File: src/rtl/lcdfb_pkg.sv
package lcdfb_pkg;

    typedef enum logic [1:0] {
        ST_IDLE      = 2'd0,
        ST_FETCH     = 2'd1,
        ST_LINE_END  = 2'd2,
        ST_FRAME_END = 2'd3
    } fb_state_e;

    typedef enum logic [1:0] {
        DEPTH_1  = 2'd0,
        DEPTH_2  = 2'd1,
        DEPTH_4  = 2'd2,
        DEPTH_4B = 2'd3
    } depth_e;

    // log2 of bits per pixel for a depth code
    function automatic logic [1:0] depth_shift(input depth_e d);
        unique case (d)
            DEPTH_1: depth_shift = 2'd0;
            DEPTH_2: depth_shift = 2'd1;
            default: depth_shift = 2'd2;
        endcase
    endfunction

endpackage

File: src/rtl/lcdfb_cfg_decode.sv
module lcdfb_cfg_decode
    import lcdfb_pkg::*;
#(
    parameter int PX_W          = 11,
    parameter int MIN_PX        = 32,
    parameter int MAX_PX        = 1024,
    parameter int PX_STEP       = 16,
    parameter int WORD_BITS     = 32,
    parameter int BB_W          = 18,
    parameter int MAX_BUF_BYTES = 131072,
    parameter int LCNT_W        = 8,
    parameter int BCNT_W        = 16
) (
    input  logic [PX_W-1:0]   line_px,
    input  depth_e            depth,
    input  logic [BB_W-1:0]   buf_bytes,
    output logic [LCNT_W-1:0] line_words,
    output logic [BCNT_W-1:0] buf_words
);
    localparam int BITS_W    = PX_W + 3;
    localparam int WORD_LSB  = $clog2(WORD_BITS);
    localparam int BYTE_LSB  = $clog2(WORD_BITS / 8);
    localparam int MAX_WORDS = MAX_BUF_BYTES / (WORD_BITS / 8);

    localparam logic [PX_W-1:0] STEP_MASK = ~PX_W'(PX_STEP - 1);

    logic [PX_W-1:0]   px_grid;
    logic [PX_W-1:0]   px_eff;
    logic [BITS_W-1:0] line_bits;
    logic [BITS_W-1:0] words_full;
    logic [BB_W-1:0]   words_raw;

    // round to the pixel grid, then clamp
    always_comb begin
        px_grid = line_px & STEP_MASK;
        if (px_grid < PX_W'(MIN_PX))
            px_eff = PX_W'(MIN_PX);
        else if (px_grid > PX_W'(MAX_PX))
            px_eff = PX_W'(MAX_PX);
        else
            px_eff = px_grid;
    end

    // bits per line rounded up to whole words
    always_comb begin
        line_bits  = BITS_W'(px_eff) << depth_shift(depth);
        words_full = (line_bits + BITS_W'(WORD_BITS - 1)) >> WORD_LSB;
        line_words = LCNT_W'(words_full);
    end

    // bytes to words, floor of one word, cap at the largest buffer
    always_comb begin
        words_raw = buf_bytes >> BYTE_LSB;
        if (buf_bytes > BB_W'(MAX_BUF_BYTES))
            buf_words = BCNT_W'(MAX_WORDS);
        else if (words_raw == '0)
            buf_words = BCNT_W'(1);
        else
            buf_words = BCNT_W'(words_raw);
    end

endmodule

File: src/rtl/lcdfb_word_ctr.sv
module lcdfb_word_ctr #(
    parameter int CNT_W = 16
) (
    input  logic             clk,
    input  logic             rst_n,
    input  logic             clear,
    input  logic             step,
    input  logic [CNT_W-1:0] limit,
    output logic [CNT_W-1:0] value,
    output logic             at_last
);
    logic [CNT_W-1:0] cnt_q;

    assign at_last = (cnt_q >= limit - CNT_W'(1));
    assign value   = cnt_q;

    always_ff @(posedge clk or negedge rst_n) begin
        if (!rst_n)
            cnt_q <= '0;
        else if (clear)
            cnt_q <= '0;
        else if (step)
            cnt_q <= at_last ? '0 : cnt_q + CNT_W'(1);
    end

endmodule

File: src/rtl/lcdfb_line_ctr.sv
module lcdfb_line_ctr #(
    parameter int CNT_W = 8
) (
    input  logic             clk,
    input  logic             rst_n,
    input  logic             clear,
    input  logic             step,
    input  logic [CNT_W-1:0] limit,
    output logic             at_last
);
    logic [CNT_W-1:0] pos_q;

    assign at_last = (pos_q >= limit - CNT_W'(1));

    always_ff @(posedge clk or negedge rst_n) begin
        if (!rst_n)
            pos_q <= '0;
        else if (clear)
            pos_q <= '0;
        else if (step)
            pos_q <= at_last ? '0 : pos_q + CNT_W'(1);
    end

endmodule

File: src/rtl/lcdfb_addr_gen.sv
module lcdfb_addr_gen
    import lcdfb_pkg::*;
#(
    parameter int              ADDR_W        = 32,
    parameter int              REGION_W      = 4,
    parameter logic [3:0]      RESET_REGION  = 4'hC,
    parameter int              PX_W          = 11,
    parameter int              MIN_PX        = 32,
    parameter int              MAX_PX        = 1024,
    parameter int              PX_STEP       = 16,
    parameter int              WORD_BITS     = 32,
    parameter int              MAX_BUF_BYTES = 131072,
    localparam int             BB_W          = $clog2(MAX_BUF_BYTES) + 1
) (
    input  logic                clk,
    input  logic                rst_n,
    input  logic                enable,
    input  logic [REGION_W-1:0] base_sel,
    input  logic [PX_W-1:0]     line_px,
    input  logic [1:0]          bpp_mode,
    input  logic [BB_W-1:0]     buf_bytes,
    output logic                fetch_req,
    input  logic                fetch_ack,
    output logic [ADDR_W-1:0]   fetch_addr,
    output logic                line_end,
    output logic                frame_end
);
    localparam int BYTE_LSB  = $clog2(WORD_BITS / 8);
    localparam int MAX_WORDS = MAX_BUF_BYTES / (WORD_BITS / 8);
    localparam int BCNT_W    = $clog2(MAX_WORDS) + 1;
    localparam int LCNT_W    = $clog2(MAX_PX * 4 / WORD_BITS) + 1;
    localparam int OFF_W     = BCNT_W + BYTE_LSB;
    localparam int PAD_W     = ADDR_W - REGION_W - OFF_W;

    fb_state_e           state_q, state_d;
    logic [REGION_W-1:0] region_q;
    logic [LCNT_W-1:0]   line_words;
    logic [BCNT_W-1:0]   buf_words;
    logic [BCNT_W-1:0]   word_idx;
    logic                buf_last;
    logic                line_last;
    logic                fire;
    logic                line_clear;

    // region register: reset default, follows the select with no interlock
    always_ff @(posedge clk or negedge rst_n) begin
        if (!rst_n)
            region_q <= REGION_W'(RESET_REGION);
        else
            region_q <= base_sel;
    end

    lcdfb_cfg_decode #(
        .PX_W          (PX_W),
        .MIN_PX        (MIN_PX),
        .MAX_PX        (MAX_PX),
        .PX_STEP       (PX_STEP),
        .WORD_BITS     (WORD_BITS),
        .BB_W          (BB_W),
        .MAX_BUF_BYTES (MAX_BUF_BYTES),
        .LCNT_W        (LCNT_W),
        .BCNT_W        (BCNT_W)
    ) i_decode (
        .line_px    (line_px),
        .depth      (depth_e'(bpp_mode)),
        .buf_bytes  (buf_bytes),
        .line_words (line_words),
        .buf_words  (buf_words)
    );

    assign fire       = (state_q == ST_FETCH) && fetch_ack && enable;
    assign line_clear = !enable || (fire && buf_last);

    lcdfb_word_ctr #(.CNT_W(BCNT_W)) i_word_ctr (
        .clk     (clk),
        .rst_n   (rst_n),
        .clear   (!enable),
        .step    (fire),
        .limit   (buf_words),
        .value   (word_idx),
        .at_last (buf_last)
    );

    lcdfb_line_ctr #(.CNT_W(LCNT_W)) i_line_ctr (
        .clk     (clk),
        .rst_n   (rst_n),
        .clear   (line_clear),
        .step    (fire),
        .limit   (line_words),
        .at_last (line_last)
    );

    // state register
    always_ff @(posedge clk or negedge rst_n) begin
        if (!rst_n)
            state_q <= ST_IDLE;
        else
            state_q <= state_d;
    end

    // next state
    always_comb begin
        state_d = state_q;
        if (!enable) begin
            state_d = ST_IDLE;
        end else begin
            unique case (state_q)
                ST_IDLE:      state_d = ST_FETCH;
                ST_FETCH: begin
                    if (fetch_ack) begin
                        if (buf_last)
                            state_d = ST_FRAME_END;
                        else if (line_last)
                            state_d = ST_LINE_END;
                        else
                            state_d = ST_FETCH;
                    end
                end
                ST_LINE_END:  state_d = ST_FETCH;
                ST_FRAME_END: state_d = ST_FETCH;
                default:      state_d = ST_IDLE;
            endcase
        end
    end

    // outputs
    always_comb begin
        fetch_req = 1'b0;
        line_end  = 1'b0;
        frame_end = 1'b0;
        unique case (state_q)
            ST_IDLE:      ;
            ST_FETCH:     fetch_req = 1'b1;
            ST_LINE_END:  line_end  = 1'b1;
            ST_FRAME_END: begin
                line_end  = 1'b1;
                frame_end = 1'b1;
            end
            default:      ;
        endcase
    end

    assign fetch_addr = {region_q, {PAD_W{1'b0}}, word_idx, {BYTE_LSB{1'b0}}};

endmodule

File: config.mk
export PLATFORM = sky130hd
export DESIGN_NAME = lcdfb_addr_gen
export DESIGN_NICKNAME = d
export VERILOG_FILES = /design/src/rtl/lcdfb_pkg.sv /design/src/rtl/lcdfb_cfg_decode.sv /design/src/rtl/lcdfb_word_ctr.sv /design/src/rtl/lcdfb_line_ctr.sv /design/src/rtl/lcdfb_addr_gen.sv
export SDC_FILE = /design/constraint.sdc
export NUM_CORES = 1
export LEC_CHECK = 0
export BUFFER_PORTS_ARGS = -buffer_cell sky130_fd_sc_hd__buf_2
export CELL_PAD_IN_SITES_DETAIL_PLACEMENT = 0
export CELL_PAD_IN_SITES_GLOBAL_PLACEMENT = 1
export CORE_MARGIN = 2
export CORE_UTILIZATION = 36
export CTS_CLUSTER_DIAMETER = 50
export DETAILED_ROUTE_END_ITERATION = 10
export GPL_TIMING_DRIVEN = 1
export PLACE_DENSITY = 0.87
export SLEW_MARGIN = 30
export SYNTH_ARGS = -nofsm -noshare
export SYNTH_HDL_FRONTEND = slang
export SYNTH_SLANG_ARGS = --single-unit
File: constraint.sdc
create_clock -name clk -period 2.31 [get_ports clk]
set_input_delay 0.3465 -clock clk [delete_from_list [all_inputs] [get_ports clk]]
set_output_delay 0.3465 -clock clk [all_outputs]
set_load 0.005 [all_outputs]
==> results.toml, run 1 <==
[layout]
mostFrequentLayoutCell = "buf_4"
final_cell_mix = "buf_4 (89), buf_2 (56), nand2_1 (39), dfrtp_1 (28), ha_1 (26)"
area_growth_pct = 46.5
fin_util = 0.538
fin_area_um2 = 4380
drive_gt1_frac = 0.413
nNetsFinal = 578
antenna_cells = 0

[route]
wire_per_inst_um = 13.5
drtIter0Drc = 198
routed_wl_um = 8330
routed_via_density = 5.22
dr.pass1.iters = 4
drcViolationCount = 0
vias = 3218
antenna_left = 0

[setup_path]
path_cells = "buf_6 -> or4_4 -> nor3_4 -> nand3_2 -> o31ai_4 -> o21ai_2 -> ha_4 -> and2_4 -> a31oi_1 -> o21ai_1 -> ha_1 -> a21o_1 -> a21oi_2 -> o211a_1 -> o211ai_4 -> or4b_4 -> o211ai_1"
crit_path_end_kind = "register"
rr_endpoint = "i_line_ctr.pos_q[3]"
critPathKind = "in2reg"
rr_worst_depth = 8
startpoint_type = "primary input"
required_ns = 2.52
crit_slowest_cell = "or4_4"
max_stage_delay_ns = 0.55
crit_fanout = 6
reg2reg_from = "i_word_ctr.value[9]"
reg2reg_slack_ns = 0.04
worstPathArrival_ns = 3.89

[synth]
synth_warnings = 0
ys.flop_type = "dfrtp_1"
synthesis.area_um2 = 2990
syn-instance-count = 361
yosysSeqAreaShare = 0.252
synth_cell_type_count = 64
synth-async-reset-ratio = 1.00
avgSynthCellArea_um2 = 8.28
yosys.area.top_type_share = 0.234
synth_edf_count = 0
synth_seq_cells = 30
synth_top_area_cell = "dfrtp_1"
synthTopCellsByArea = "dfrtp_1 (23%), ha_1 (12%), nand2_1 (4.9%), a21o_1 (4.0%), o21ai_0 (3.9%)"

[global_routing]
grt_pass1_vias = 3153
track_usage = 0.191
antenna_found_initial = 0
grt_remaining_overflow = 0
grt_max_degree = 31
grt_pass1_wl_um = 13900

[placement]
port_buffers = 57
gp_routability_congestion = 0.845
dpl-instance-area_um2 = 4000
pre_cts_slack_ns = -1.90
place_hpwl_um = 6440

[sta]
max_slew_margin = 0.530
fin_crit_sh = 1.59
setup_ws_ns = -1.37
fin_tns_setup_ns = -32.77
tightest_slew_ns = 0.705
hold_viol = 0
slew_viol_final = 0
rsz0062_at_grt = "true"
clock_skew_ns = 0.00703
max_freq_mhz = 272
final.min_clock_period_ns = 3.68
finalSetupViolCount = 26

[pwr]
power_mw = 1.43
vdd_drop_max_mv = 0.244
power_leakage_nw = 2.20
powerDensity_nw_per_um2 = 327

[cts]
clk_latency_ns = 0.29
cts_sinks = 30
cts_tree = "built"
cts_buffer_depth = 2
cts_buffers = 5
ctsHtreeMaxLevel = 2
cts_root_buf = "clkbuf_8"
clk_pin_slew_ns = 0.07

[floorplan]
rows = 33
start_util = 0.367
die_h_um = 95.1
die_area_um2 = 9050
ios = 74
die_w_um = 95.1
core-area_um2 = 8130

[run_status]
violations = "setup timing"
outcome = "complete, but fails checks"

[worst_hold_path]
hp-class = "in2async"

[flow_run]
cap_violations = 0
-- cell families (layout without fill, tap and decap cells) --
kind of cell | count (synthesis) | count (layout) | synth area share
buffers and inverters | 33 | 172 | 0.0628
muxes | 7 | 7 | 0.0239
and+or+nand+nor | 149 | 149 | 0.267
AOI/OAI and AO/OA | 92 | 92 | 0.215
xor gates and xnor gates | 19 | 19 | 0.0557
DFF | 30 | 30 | 0.252
adders and majority gates | 29 | 29 | 0.121
other | 2 | 13 | 0.00251
-- state kept, by name, indices dropped and copies added (netlist names) --
| name | count |
|---|---|
| i_word_ctr.value | 16 |
| i_line_ctr.pos_q | 8 |
| region_q | 4 |
| state_q | 2 |
-- routing by layer --
layer | vias up | global-route usage | part of all wire
met1 | 1517 | 0.222 | 0.41
met3 | 13 | 0.0292 | 0.051
li1 | 1606 | - | -
met4 | 0 | 0.0507 | 0.016
met2 | 82 | 0.360 | 0.52
met5 | - | 0 | 0
-- cell usage after synthesis (2+ instances only) --
| cell type | count |
|---|---|
| and4_1 | 2 |
| o21a_1 | 7 |
| a221o_1 | 2 |
| conb_1 | 2 |
| a21o_1 | 16 |
| clkbuf_1 | 7 |
| nand4_1 | 6 |
| nand2_1 | 39 |
| ha_1 | 29 |
| o21ai_0 | 23 |
| inv_1 | 8 |
| nand2b_1 | 6 |
| a31oi_1 | 5 |
| a21boi_0 | 2 |
| a31o_2 | 2 |
| buf_2 | 2 |
| a21oi_1 | 8 |
| nor2_1 | 25 |
| mux2i_1 | 6 |
| or4b_2 | 2 |
| dfrtp_1 | 28 |
| nor3b_1 | 7 |
| and3_1 | 7 |
| xor2_1 | 11 |
| o22ai_1 | 2 |
| and2_1 | 3 |
| xnor2_1 | 8 |
| nand3_1 | 17 |
| or4_1 | 2 |
| nor4_1 | 7 |
| nor3_1 | 7 |
| o311ai_0 | 3 |
| nor2b_1 | 9 |
| a211oi_1 | 3 |
| o21ai_1 | 3 |
| buf_4 | 13 |
| o211ai_1 | 4 |
| dfstp_2 | 2 |
-- power breakdown --
| group | switching (mW) | internal (mW) | leakage, nW | total (mW) |
|---|---|---|---|---|
| sequential | 0.00544 | 0.535 | 0.404 | 0.540 |
| clock | 0.214 | 0.240 | 0.0482 | 0.454 |
| combinational | 0.218 | 0.220 | 1.75 | 0.438 |
| total | 0.437 | 0.996 | 2.20 | 1.43 |
-- worst max path at each step --
stage | from | to | slack, ns | depth (start not counted)
floorplan | buf_bytes[12] | i_line_ctr.pos_q[3] | -1.59 | 16
global placement | buf_bytes[12] | i_line_ctr.pos_q[3] | -1.81 | 18
detailed placement | buf_bytes[12] | i_line_ctr.pos_q[4] | -1.90 | 18
CTS | buf_bytes[12] | i_line_ctr.pos_q[3] | -1.39 | 17
global route | buf_bytes[12] | i_word_ctr.value[8] | -1.53 | 18
finish | buf_bytes[12] | i_line_ctr.pos_q[3] | -1.37 | 17
-- per-stage QoR --
stage | hold WS [ns] | cells
6_report | 0.107 | 616
5_1_grt | 0.145 | 616
4_1_cts | 0.134 | 612
3_5_place_dp | 0.443 | 597
3_3_place_gp | 0.431 | 597
2_1_floorplan | 0.0509 | 372
-- what timing repair did --
item                       CTS  global route
resized for setup           35            17
hold buffers                 0             0
setup endpoints to repair   26            26
pin swaps                    9             8
setup buffers                8             5
-- worst max-delay path: cells and delay by family --
family	cells	cell delay [ns]
compound gates	9	1.39
simple gates	5	1.56
buf+inv	1	0.09
fa+ha+maj	2	0.50
-- layout make-up --
| class | instances | area [um^2] |
|---|---|---|
| clock buffers | 7 | 86.3 |
| multi-input cells | 309 | 2290 |
| fillers | 743 | 3760 |
| clock inverters | 1 | 5.00 |
| flip-flops and latches | 30 | 753 |
| repair buffers | 156 | 1080 |
| well taps | 105 | 131 |
| inverters | 8 | 30.0 |
(Power assumes the default switching activity.)
==> run 2, diff against run 1 <==
Settings changed: ABC_AREA set to 1, CORE_UTILIZATION 36 to 35, PLACE_DENSITY 0.87 to 0.88.
==> results.toml, run 2 <==
[sta]
rsz0062_at_grt = "true"
final.min_clock_period_ns = 2.77
clock_skew_ns = 0.00894
hold_ws_ns = 0.100
hold_viol = 0
tightest_slew_ns = 0.718
setup_ws_ns = -0.461
max_slew_margin = 0.521
slew_viol_final = 0
finalSetupViolCount = 26
fin_crit_sh = 1.20
max_freq_mhz = 361
fin_tns_setup_ns = -10.62

[floorplan]
ios = 74
die_h_um = 100
rows = 35
start_util = 0.354
core-area_um2 = 9110
die_w_um = 100
die_area_um2 = 10000

[cts]
ctsHtreeMaxLevel = 2
cts_root_buf = "clkbuf_8"
clk_latency_ns = 0.30
cts_buffer_depth = 2
cts_tree = "built"
cts_buffers = 5
clk_pin_slew_ns = 0.07
cts_sinks = 30

[synth]
syn-instance-count = 475
synth.most_common_cell = "nand2_1"
synthMuxAreaShare = 0
yosys.area.top_type_share = 0.217
avgSynthCellArea_um2 = 6.79
synth_compound_area_frac = 0.118
synth_cell_type_count = 37
synth-async-reset-ratio = 1.00
synth.top_cells.by_count = "nand2_1 (107), inv_1 (67), nor2_1 (43)"
yosysSeqAreaShare = 0.234
synthesis.area_um2 = 3220
synth_edf_count = 0
synthSimpleGateAreaFrac = 0.343
synth_warnings = 0
synthTopCellsByArea = "dfrtp_1 (22%), nand2_1 (12%), ha_1 (11%), inv_1 (7.8%), xor2_1 (5.2%)"
synth_seq_cells = 30
synth_top_area_cell = "dfrtp_1"
synth_top_family_by_area = "simple AND/OR/NAND/NOR gates"
yosys.area_share.adder = 0.113
ys.flop_type = "dfrtp_1"
synthXorXnorAreaFrac = 0.0652

[placement]
gp_routability_congestion = 0.890
dpl-instance-area_um2 = 4110
place_hpwl_um = 6730
pre_cts_slack_ns = -0.908
port_buffers = 57

[route]
dr.pass1.iters = 4
vias = 3500
wire_per_inst_um = 12.6
dr_wl_met3_um = 349
drcViolationCount = 0
routed_via_density = 4.92
routed_wl_um = 8990
antenna_left = 0
highest_layer = "met4"
route.met2.wl_um = 4460
wirelength_met1_um = 4040
drtIter0Drc = 119

[setup_path]
crit_slowest_cell = "ha_1"
worstPathArrival_ns = 2.95
critPathTopFamily = "simple AND/OR/NAND/NOR gates"
path_cells = "buf_8 -> nor2_4 -> nand3_2 -> nor2_4 -> nand4_1 -> nand2_2 -> buf_6 -> nand2_4 -> ha_4 -> inv_2 -> nor2_2 -> nand4_1 -> nand2_1 -> ha_1 -> nand2_1 -> inv_1 -> nand3_2 -> nor3_4 -> nand3_2 -> nand4_4 -> buf_4 -> buf_8 -> o22ai_2"
max_stage_delay_ns = 0.27
critPathKind = "in2reg"
crit_buf_inv = 6
crit_fanout = 8
cpMostUsedCell = "nand3_2"
startpoint_type = "primary input"
crit_path_end_kind = "register"
required_ns = 2.49

[run_status]
violations = "setup timing"
outcome = "complete, but fails checks"

[worst_hold_path]
hp-class = "in2async"

[layout]
fin_area_um2 = 4700
antenna_cells = 0
area_growth_pct = 45.7
fin_util = 0.516
drive_gt1_frac = 0.410
nNetsFinal = 667
n_fill_cell = 867
largest_register_ffs = 16
mostFrequentLayoutCell = "nand2_1"
final_cell_mix = "nand2_1 (96), inv_1 (61), buf_4 (60), buf_2 (46)"

[global_routing]
grt_pass1_wl_um = 14500
grt_max_degree = 31
grt_remaining_overflow = 0
antenna_found_initial = 0
track_usage = 0.178
grt_pass1_vias = 3263

[flow_run]
cap_violations = 0

[pwr]
vdd_drop_max_mv = 0.342
power_leakage_nw = 2.33
powerDensity_nw_per_um2 = 368
## run 2: changes by cell type in the layout (fill, tap and decap cells not counted), sizes merged, moves of 8 or more
| cell | change |
|---|---|
| nand4 | +13 |
| o22ai | +13 |
| xor2 | +8 |
| nor2b | -9 |
| a21oi | +8 |
| inv | +65 |
| nand2 | +83 |
| nand3 | +11 |
| buf | -32 |
| a21o | -17 |
| nor2 | +26 |
## run 2: final timing paths
| check | slack, ns | end | start | depth (start not counted) |
|---|---|---|---|---|
| setup / recovery | -0.46 | i_word_ctr.value[12] | buf_bytes[8] | 23 |
| hold / removal | 0.10 | i_word_ctr.value[4] | rst_n | 1 |
| setup reg to reg | 0.21 | i_word_ctr.value[12] | i_word_ctr.value[1] | 9 |
| hold reg to reg | 0.56 | i_line_ctr.pos_q[6] | i_line_ctr.pos_q[6] | 2 |
| max in group asynchronous | 1.74 | i_line_ctr.pos_q[0] | rst_n | 1 |
| min in group clk | 0.15 | region_q[3] | base_sel[3] | 1 |
## run 2: kinds of logic (layout without fill, tap and decap cells)
kind of cell             count (synthesis)  after routing
AO/OA/AOI/OAI                           68             68
flip-flops                              30             30
buffers and inverters                   92            205
AND/OR/NAND/NOR                        230            231
adder cells (fa/ha/maj)                 29             29
other                                    2             13
XOR/XNOR                                24             24
## run 2: final cells by class
| class | instances | area (um^2) | area share |
|---|---|---|---|
| inverter | 73 | 279 | 0.0594 |
| clock inverter | 1 | 5.00 | 0.00107 |
| sequential | 30 | 753 | 0.160 |
| tap | 111 | 139 | 0.0296 |
| timing repair buffer | 124 | 891 | 0.190 |
| clock buffer | 7 | 86.3 | 0.0184 |
| multi-input combinational | 365 | 2540 | 0.542 |
## run 2: per-layer routing
metal  track usage  vias up
li1              -     1784
met4        0.0548        0
met3        0.0306       12
met5             0        -
met2         0.300       78
met1         0.233     1626
## run 2: timing repair
item                                    CTS  global route
endpoints found under the setup margin   26            26
buffers inserted                         10             2
pin swaps                                26            22
cloned                                    1             0
resized for setup                        59            43
hold buffers                              0             0
## run 2: metrics by stage
| stage | instances | total power, mW |
|---|---|---|
| after floorplan | 486 | 0.971 |
| after global placement | 692 | 1.16 |
| after detailed placement | 692 | 1.19 |
| after CTS | 711 | 1.71 |
| after global routing | 711 | 1.85 |
| final | 711 | 1.73 |
## run 2: where the power goes
group | leakage, nW | switching, mW | total (mW) | internal (mW)
Combinational | 1.88 | 0.385 | 0.690 | 0.305
Clock | 0.0482 | 0.220 | 0.460 | 0.240
Sequential | 0.402 | 0.0240 | 0.578 | 0.554
Total | 2.33 | 0.629 | 1.73 | 1.10
